--- src/rtl/dual_div_pkg.sv ---
package dual_div_pkg;
  localparam int unsigned SYS_FIELD_W  = 4;
  localparam int unsigned CORE_CODE_W  = 2;
  localparam int unsigned CORE_RATIO_W = (1 << CORE_CODE_W);
  localparam int unsigned NUM_CH       = 2;
  localparam int unsigned CH_SYS       = 0;
  localparam int unsigned CH_CORE      = 1;
endpackage

--- src/rtl/rate_counter.sv ---
module rate_counter #(
  parameter int unsigned W = 4
) (
  input  logic         clk_i,
  input  logic         rst_ni,
  input  logic [W-1:0] ratio_i,
  output logic         tick_o
);
  logic [W-1:0] cnt_q;

  assign tick_o = (cnt_q == ratio_i - W'(1));

  always_ff @(posedge clk_i or negedge rst_ni) begin
    if (!rst_ni)     cnt_q <= '0;
    else if (tick_o) cnt_q <= '0;
    else             cnt_q <= cnt_q + W'(1);
  end

  a_r2_count_in_range: assert property (@(posedge clk_i) disable iff (!rst_ni)
    cnt_q < ratio_i);
  a_r6_ratio_nonzero: assert property (@(posedge clk_i) disable iff (!rst_ni)
    ratio_i != '0);
endmodule

--- src/rtl/ratio_shadow.sv ---
module ratio_shadow #(
  parameter int unsigned W = 4
) (
  input  logic         clk_i,
  input  logic         rst_ni,
  input  logic         wr_i,
  input  logic [W-1:0] val_i,
  input  logic         wrap_i,
  output logic [W-1:0] active_o,
  output logic         pending_o
);
  logic [W-1:0] pend_val_q;
  logic         pend_q;

  // apply only on wrap; a write in the wrap cycle waits for the next wrap
  always_ff @(posedge clk_i or negedge rst_ni) begin
    if (!rst_ni) begin
      active_o   <= W'(1);
      pend_val_q <= W'(1);
      pend_q     <= 1'b0;
    end else begin
      if (wrap_i && pend_q) active_o <= pend_val_q;
      if (wr_i) begin
        pend_val_q <= val_i;
        pend_q     <= 1'b1;
      end else if (wrap_i) begin
        pend_q     <= 1'b0;
      end
    end
  end

  assign pending_o = pend_q;

  a_r4_apply_at_wrap: assert property (@(posedge clk_i) disable iff (!rst_ni)
    !wrap_i |=> $stable(active_o));
  a_r5_pending_sets: assert property (@(posedge clk_i) disable iff (!rst_ni)
    wr_i |=> pending_o);
  a_r5_pending_clears: assert property (@(posedge clk_i) disable iff (!rst_ni)
    (pending_o && wrap_i && !wr_i) |=> !pending_o);
endmodule

--- src/rtl/dual_rate_divider.sv ---
module dual_rate_divider
  import dual_div_pkg::*;
#(
  parameter int unsigned SYS_W  = SYS_FIELD_W,
  parameter int unsigned CODE_W = CORE_CODE_W
) (
  input  logic              clk_i,
  input  logic              rst_ni,
  input  logic              sys_wr_i,
  input  logic [SYS_W-1:0]  sys_div_i,
  input  logic              core_wr_i,
  input  logic [CODE_W-1:0] core_div_i,
  output logic              sys_en_o,
  output logic              core_en_o,
  output logic              pending_o,
  output logic              err_o
);
  localparam int unsigned CORE_W = (1 << CODE_W);
  localparam int unsigned RW     = (SYS_W > CORE_W) ? SYS_W : CORE_W;

  logic [NUM_CH-1:0]         wr;
  logic [NUM_CH-1:0][RW-1:0] wval;
  logic [NUM_CH-1:0][RW-1:0] ratio;
  logic [NUM_CH-1:0]         tick;
  logic [NUM_CH-1:0]         pend;
  logic                      sys_zero;
  logic                      err_q;

  assign sys_zero      = sys_wr_i && (sys_div_i == '0);
  assign wr[CH_SYS]    = sys_wr_i && !sys_zero;
  assign wval[CH_SYS]  = RW'(sys_div_i);
  assign wr[CH_CORE]   = core_wr_i;
  assign wval[CH_CORE] = RW'(1) << core_div_i;

  for (genvar c = 0; c < NUM_CH; c++) begin : g_ch
    ratio_shadow #(.W(RW)) u_shadow (
      .clk_i    (clk_i),
      .rst_ni   (rst_ni),
      .wr_i     (wr[c]),
      .val_i    (wval[c]),
      .wrap_i   (tick[c]),
      .active_o (ratio[c]),
      .pending_o(pend[c])
    );
    rate_counter #(.W(RW)) u_cnt (
      .clk_i  (clk_i),
      .rst_ni (rst_ni),
      .ratio_i(ratio[c]),
      .tick_o (tick[c])
    );
  end

  always_ff @(posedge clk_i or negedge rst_ni) begin
    if (!rst_ni)       err_q <= 1'b0;
    else if (sys_zero) err_q <= 1'b1;
  end

  assign sys_en_o  = tick[CH_SYS];
  assign core_en_o = tick[CH_CORE];
  assign pending_o = |pend;
  assign err_o     = err_q;

  a_r3_core_pow2: assert property (@(posedge clk_i) disable iff (!rst_ni)
    $onehot(ratio[CH_CORE]));
  a_r6_zero_flags: assert property (@(posedge clk_i) disable iff (!rst_ni)
    (sys_wr_i && sys_div_i == '0) |=> err_o);
  a_r6_zero_no_pending: assert property (@(posedge clk_i) disable iff (!rst_ni)
    (sys_wr_i && sys_div_i == '0 && !pend[CH_SYS]) |=> !pend[CH_SYS]);
  a_r7_err_sticky: assert property (@(posedge clk_i) disable iff (!rst_ni)
    err_o |=> err_o);
endmodule

--- config.mk ---
export PLATFORM = sky130hd
export DESIGN_NAME = dual_rate_divider
export DESIGN_NICKNAME = d
export VERILOG_FILES = /design/src/rtl/dual_div_pkg.sv /design/src/rtl/rate_counter.sv /design/src/rtl/ratio_shadow.sv /design/src/rtl/dual_rate_divider.sv
export SDC_FILE = /design/constraint.sdc
export NUM_CORES = 1
export LEC_CHECK = 0
export BUFFER_PORTS_ARGS = -buffer_cell sky130_fd_sc_hd__buf_2
export CAP_MARGIN = 10
export CORE_MARGIN = 2
export CORE_UTILIZATION = 45
export CTS_BUF_LIST = sky130_fd_sc_hd__clkbuf_8
export CTS_CLUSTER_SIZE = 10
export DETAILED_ROUTE_END_ITERATION = 16
export MAX_ROUTING_LAYER = met4
export PLACE_DENSITY = 0.67
export SYNTH_ARGS = -nofsm -noshare
export SYNTH_HDL_FRONTEND = slang
export SYNTH_SLANG_ARGS = --single-unit
--- constraint.sdc ---
create_clock -name clk_i -period 6.7 [get_ports clk_i]
set_input_delay 1.34 -clock clk_i [delete_from_list [all_inputs] [get_ports clk_i]]
set_output_delay 1.34 -clock clk_i [all_outputs]
set_load 0.1 [all_outputs]
==> run summary <==
Global routing
- 0.144 — combined global-route utilization of all metal layers
- 28 — pin count of the biggest net entering global routing
- 0 — grt ovf
- 3420 µm — global-route wire length before repair
- 785 — number of global-route vias before repair
- 0 — antenna violations before repair

Place
- 1450 µm — placed wire-length estimate after detailed placement
- 13 — PortBufs
- 1360 µm² — Cell Area, Placed
- 0.812 — final estimated routing congestion in global placement

Layout
- 1400 µm² — Layout Cell Area excl Fill
- 0.518 — final core utilization
- 11.6% — Synth-to-Final Area Change
- 0.277 — share of cells above drive strength 1
- 253 — fillcell total
- 0 — Antenna diodes
- 134 — Post-layout nets

Timing
- 3.82 ns — min cycle time layout
- 262 MHz — Max Clock Freq
- 0.610 — worst rel slew slack
- false — unrepaired setup endpoints after global routing
- 0 ns — Final TNS setup
- 0 — number of max-slew violations in the final report
- 0.00150 ns — Max Clock Skew
- 0.570 — share of the cycle needed by the critical path after routing
- 0 — Setup-failing EPs final
- 0.585 ns — actual slew at the worst max-slew pin
- 0 — Hold Vio Cnt, Final

Floorplanning
- 14 — number of top-level pins
- 0.464 — initial core utilization
- 2710 µm² — area of the core
- 3230 µm² — die outline area
- 56.9 µm — Die Span Y
- 56.9 µm — die boundary width
- 19 — num rows

Detailed routing
- 14 — drt first-iter violations
- 766 — DR vias
- 0 — number of design rule violations left after detail routing
- 1920 µm — wirelength, routed
- 0 — number of routed nets with antenna violations
- 4 — Pre-Repair DR Iteration Count
- 12.8 µm — detailed-route wire length per cell
- 5.11 — average via count per standard cell

Flow run
- 0 — count of maximum capacitance violations

Logic synthesis
- 103 — count of mapped cells out of synthesis
- 12.2 µm² — Post-Syn Area per Cell
- 27 — Synth Register Bits
- 117 — post-synthesis net count
- 27 — distinct cell type count of the synthesized netlist
- 1260 µm² — mapped cell area
- 0.541 — part of the Yosys area used for sequential elements
- 0 — Synth Warn #

Critical path
- 6 — maximum fanout along the worst path
- g_ch[0].u_shadow.active_o[0]$_DFFE_PN1P_ — FF-to-FF Start
- 2.48 ns — data arrival time of the worst path
- 6 — R2R depth
- 5.36 ns — required time at the endpoint of the critical path
- g_ch[0].u_shadow.active_o[1]$_DFFE_PN0P_ — Reg-to-Reg End
- register — crit start category
- g_ch[0].u_shadow.active_o[0]$_DFFE_PN1P_ — crit path launch
- register to output port — critical setup path kind
- output port — critical path capture point type
- 4.53 ns — setup slack of the most critical reg-to-reg path

Outcome
- finished clean — result of the run

Power
- 0.762 mW — total chip power
- 0.674 nW — cell leakage power
- 0.000402 V — maximum vdd drop
- 543 nW/µm² — cell area power density

CTS
- 3 — clock buffer count from CTS
- 0 — post_cts resized
- 27 — Num Clock Sinks
- clkbuf_8 — buffer type at the clock tree root
- 2 — maximum buffer depth of the clock tree
- 1 — level count of the clock H-tree
- built — clock tree from TritonCTS
- 0 — hold_buf cts
- 0 — post-CTS repair timing setup buffer count
- 0.27 ns — clk_lat worst skew
- 0.09 ns — clock-pin slew on the worst setup and hold paths

Hold path
- 1 — cell depth of the worst hold path
- err_o$_DFFE_PN0P_ — endpoint of the worst hold path
- err_o$_DFFE_PN0P_ — hold_sp
- register to register — worst min-delay path category

==> cells in the final DEF (no fill, tap or decap) <==
master	n
clkinv_2	1
xnor2_1	8
nand3_1	4
or3b_4	1
nand2b_1	1
xnor2_2	1
nor3_1	3
nand2_1	7
nor2b_1	2
nand3b_1	2
clkbuf_8	3
xor2_1	3
o21ai_0	4
xor3_1	2
mux2_2	4
a21o_1	2
nor4_1	1
mux2_4	4
and2_1	1
nor3_2	1
dfrtp_1	23
a22o_1	2
buf_2	13
inv_1	9
mux2i_1	1
or2_2	1
ha_1	4
nor2_1	7
dfstp_2	4
==> synth_stat cells <==
cell      number  area share
dfrtp_1       23        0.46
inv_1          9       0.027
xnor2_1        8       0.056
nand2_1        7       0.021
nor2_1         7       0.021
dfstp_2        4       0.084
ha_1           4       0.040
mux2_2         4       0.036
mux2_4         4       0.048
nand3_1        4       0.016
o21ai_0        4       0.016
nor3_1         3       0.012
xor2_1         3       0.021
a21o_1         2       0.012
a22o_1         2       0.014
nand3b_1       2       0.012
nor2b_1        2      0.0099
xor3_1         2       0.038
and2_1         1      0.0050
clkbuf_1       1      0.0030
mux2i_1        1      0.0080
nand2b_1       1      0.0050
nor3_2         1      0.0080
nor4_1         1      0.0050
or2_2          1      0.0050
or3b_4         1      0.0090
xnor2_2        1       0.013
==> sequential cells by signal, indices dropped and copies added (netlist names) <==
signal / flops
err_o: 1
g_ch.u_cnt.cnt_q: 8
g_ch.u_shadow.active_o: 8
g_ch.u_shadow.pend_val_q: 8
g_ch.u_shadow.pending_o: 2
==> area by class of cell <==
type,instances,area [µm²],share of cell area
sequential,27,681,0.485
tap,31,38.8,0.0276
inverter,9,33.8,0.0241
multi-input combinational,66,539,0.384
timing repair buffer,13,65.1,0.0463
clock buffer,3,41.3,0.0294
clock inverter,1,5.00,0.00357
==> per-layer routing <==
layer | GRT usage | wire [µm] | vias to the layer above
met4 | 0.0930 | 61 | 0
met3 | 0.0300 | 49 | 5
li1 | - | - | 373
met2 | 0.206 | 904 | 13
met1 | 0.185 | 905 | 375
met5 | - | 0 | -
==> critical path, cell delays in order, from the launching register on <==
cell,delay (ns)
dfstp_2,0.57
inv_1,0.05
ha_1,0.20
xor3_1,0.36
nor3_2,0.14
nor2b_1,0.39
buf_2,0.51
==> worst max path at each step <==
stage	end	slack [ns]	cells after the start
finish	sys_en_o	2.88	6
global route	sys_en_o	2.75	6
CTS	sys_en_o	2.85	6
detailed placement	sys_en_o	3.19	6
global placement	sys_en_o	3.29	6
floorplan	sys_en_o	2.60	5
==> cells by family (layout without fill, tap and decap cells) <==
kind of cell             Yosys count  count (layout)  share of synthesized area
AO/OA/AOI/OAI                      8               8                     0.0418
XOR/XNOR                          14              14                      0.127
adder cells (fa/ha/maj)            4               4                     0.0398
buffers and inverters             10              26                     0.0298
flip-flops                        27              27                      0.541
multiplexers                       9               9                     0.0915
AND/OR/NAND/NOR                   31              31                      0.128
==> power by group <==
part	leakage, nW	total [mW]	internal, mW	switching (mW)
clock network	0.0255	0.0919	0.0417	0.0502
registers	0.315	0.279	0.227	0.0515
logic	0.334	0.391	0.189	0.203
total	0.674	0.762	0.458	0.304
==> stage by stage <==
stage	hold WS (ns)	worst slack [ns]	std cells
after global placement	0.434	3.29	146
after detailed placement	0.443	3.19	146
after global routing	0.479	2.75	150
after floorplan	0.439	2.60	103
final	0.461	2.88	150
after CTS	0.465	2.85	150
Power figures use the tool's default switching activity.
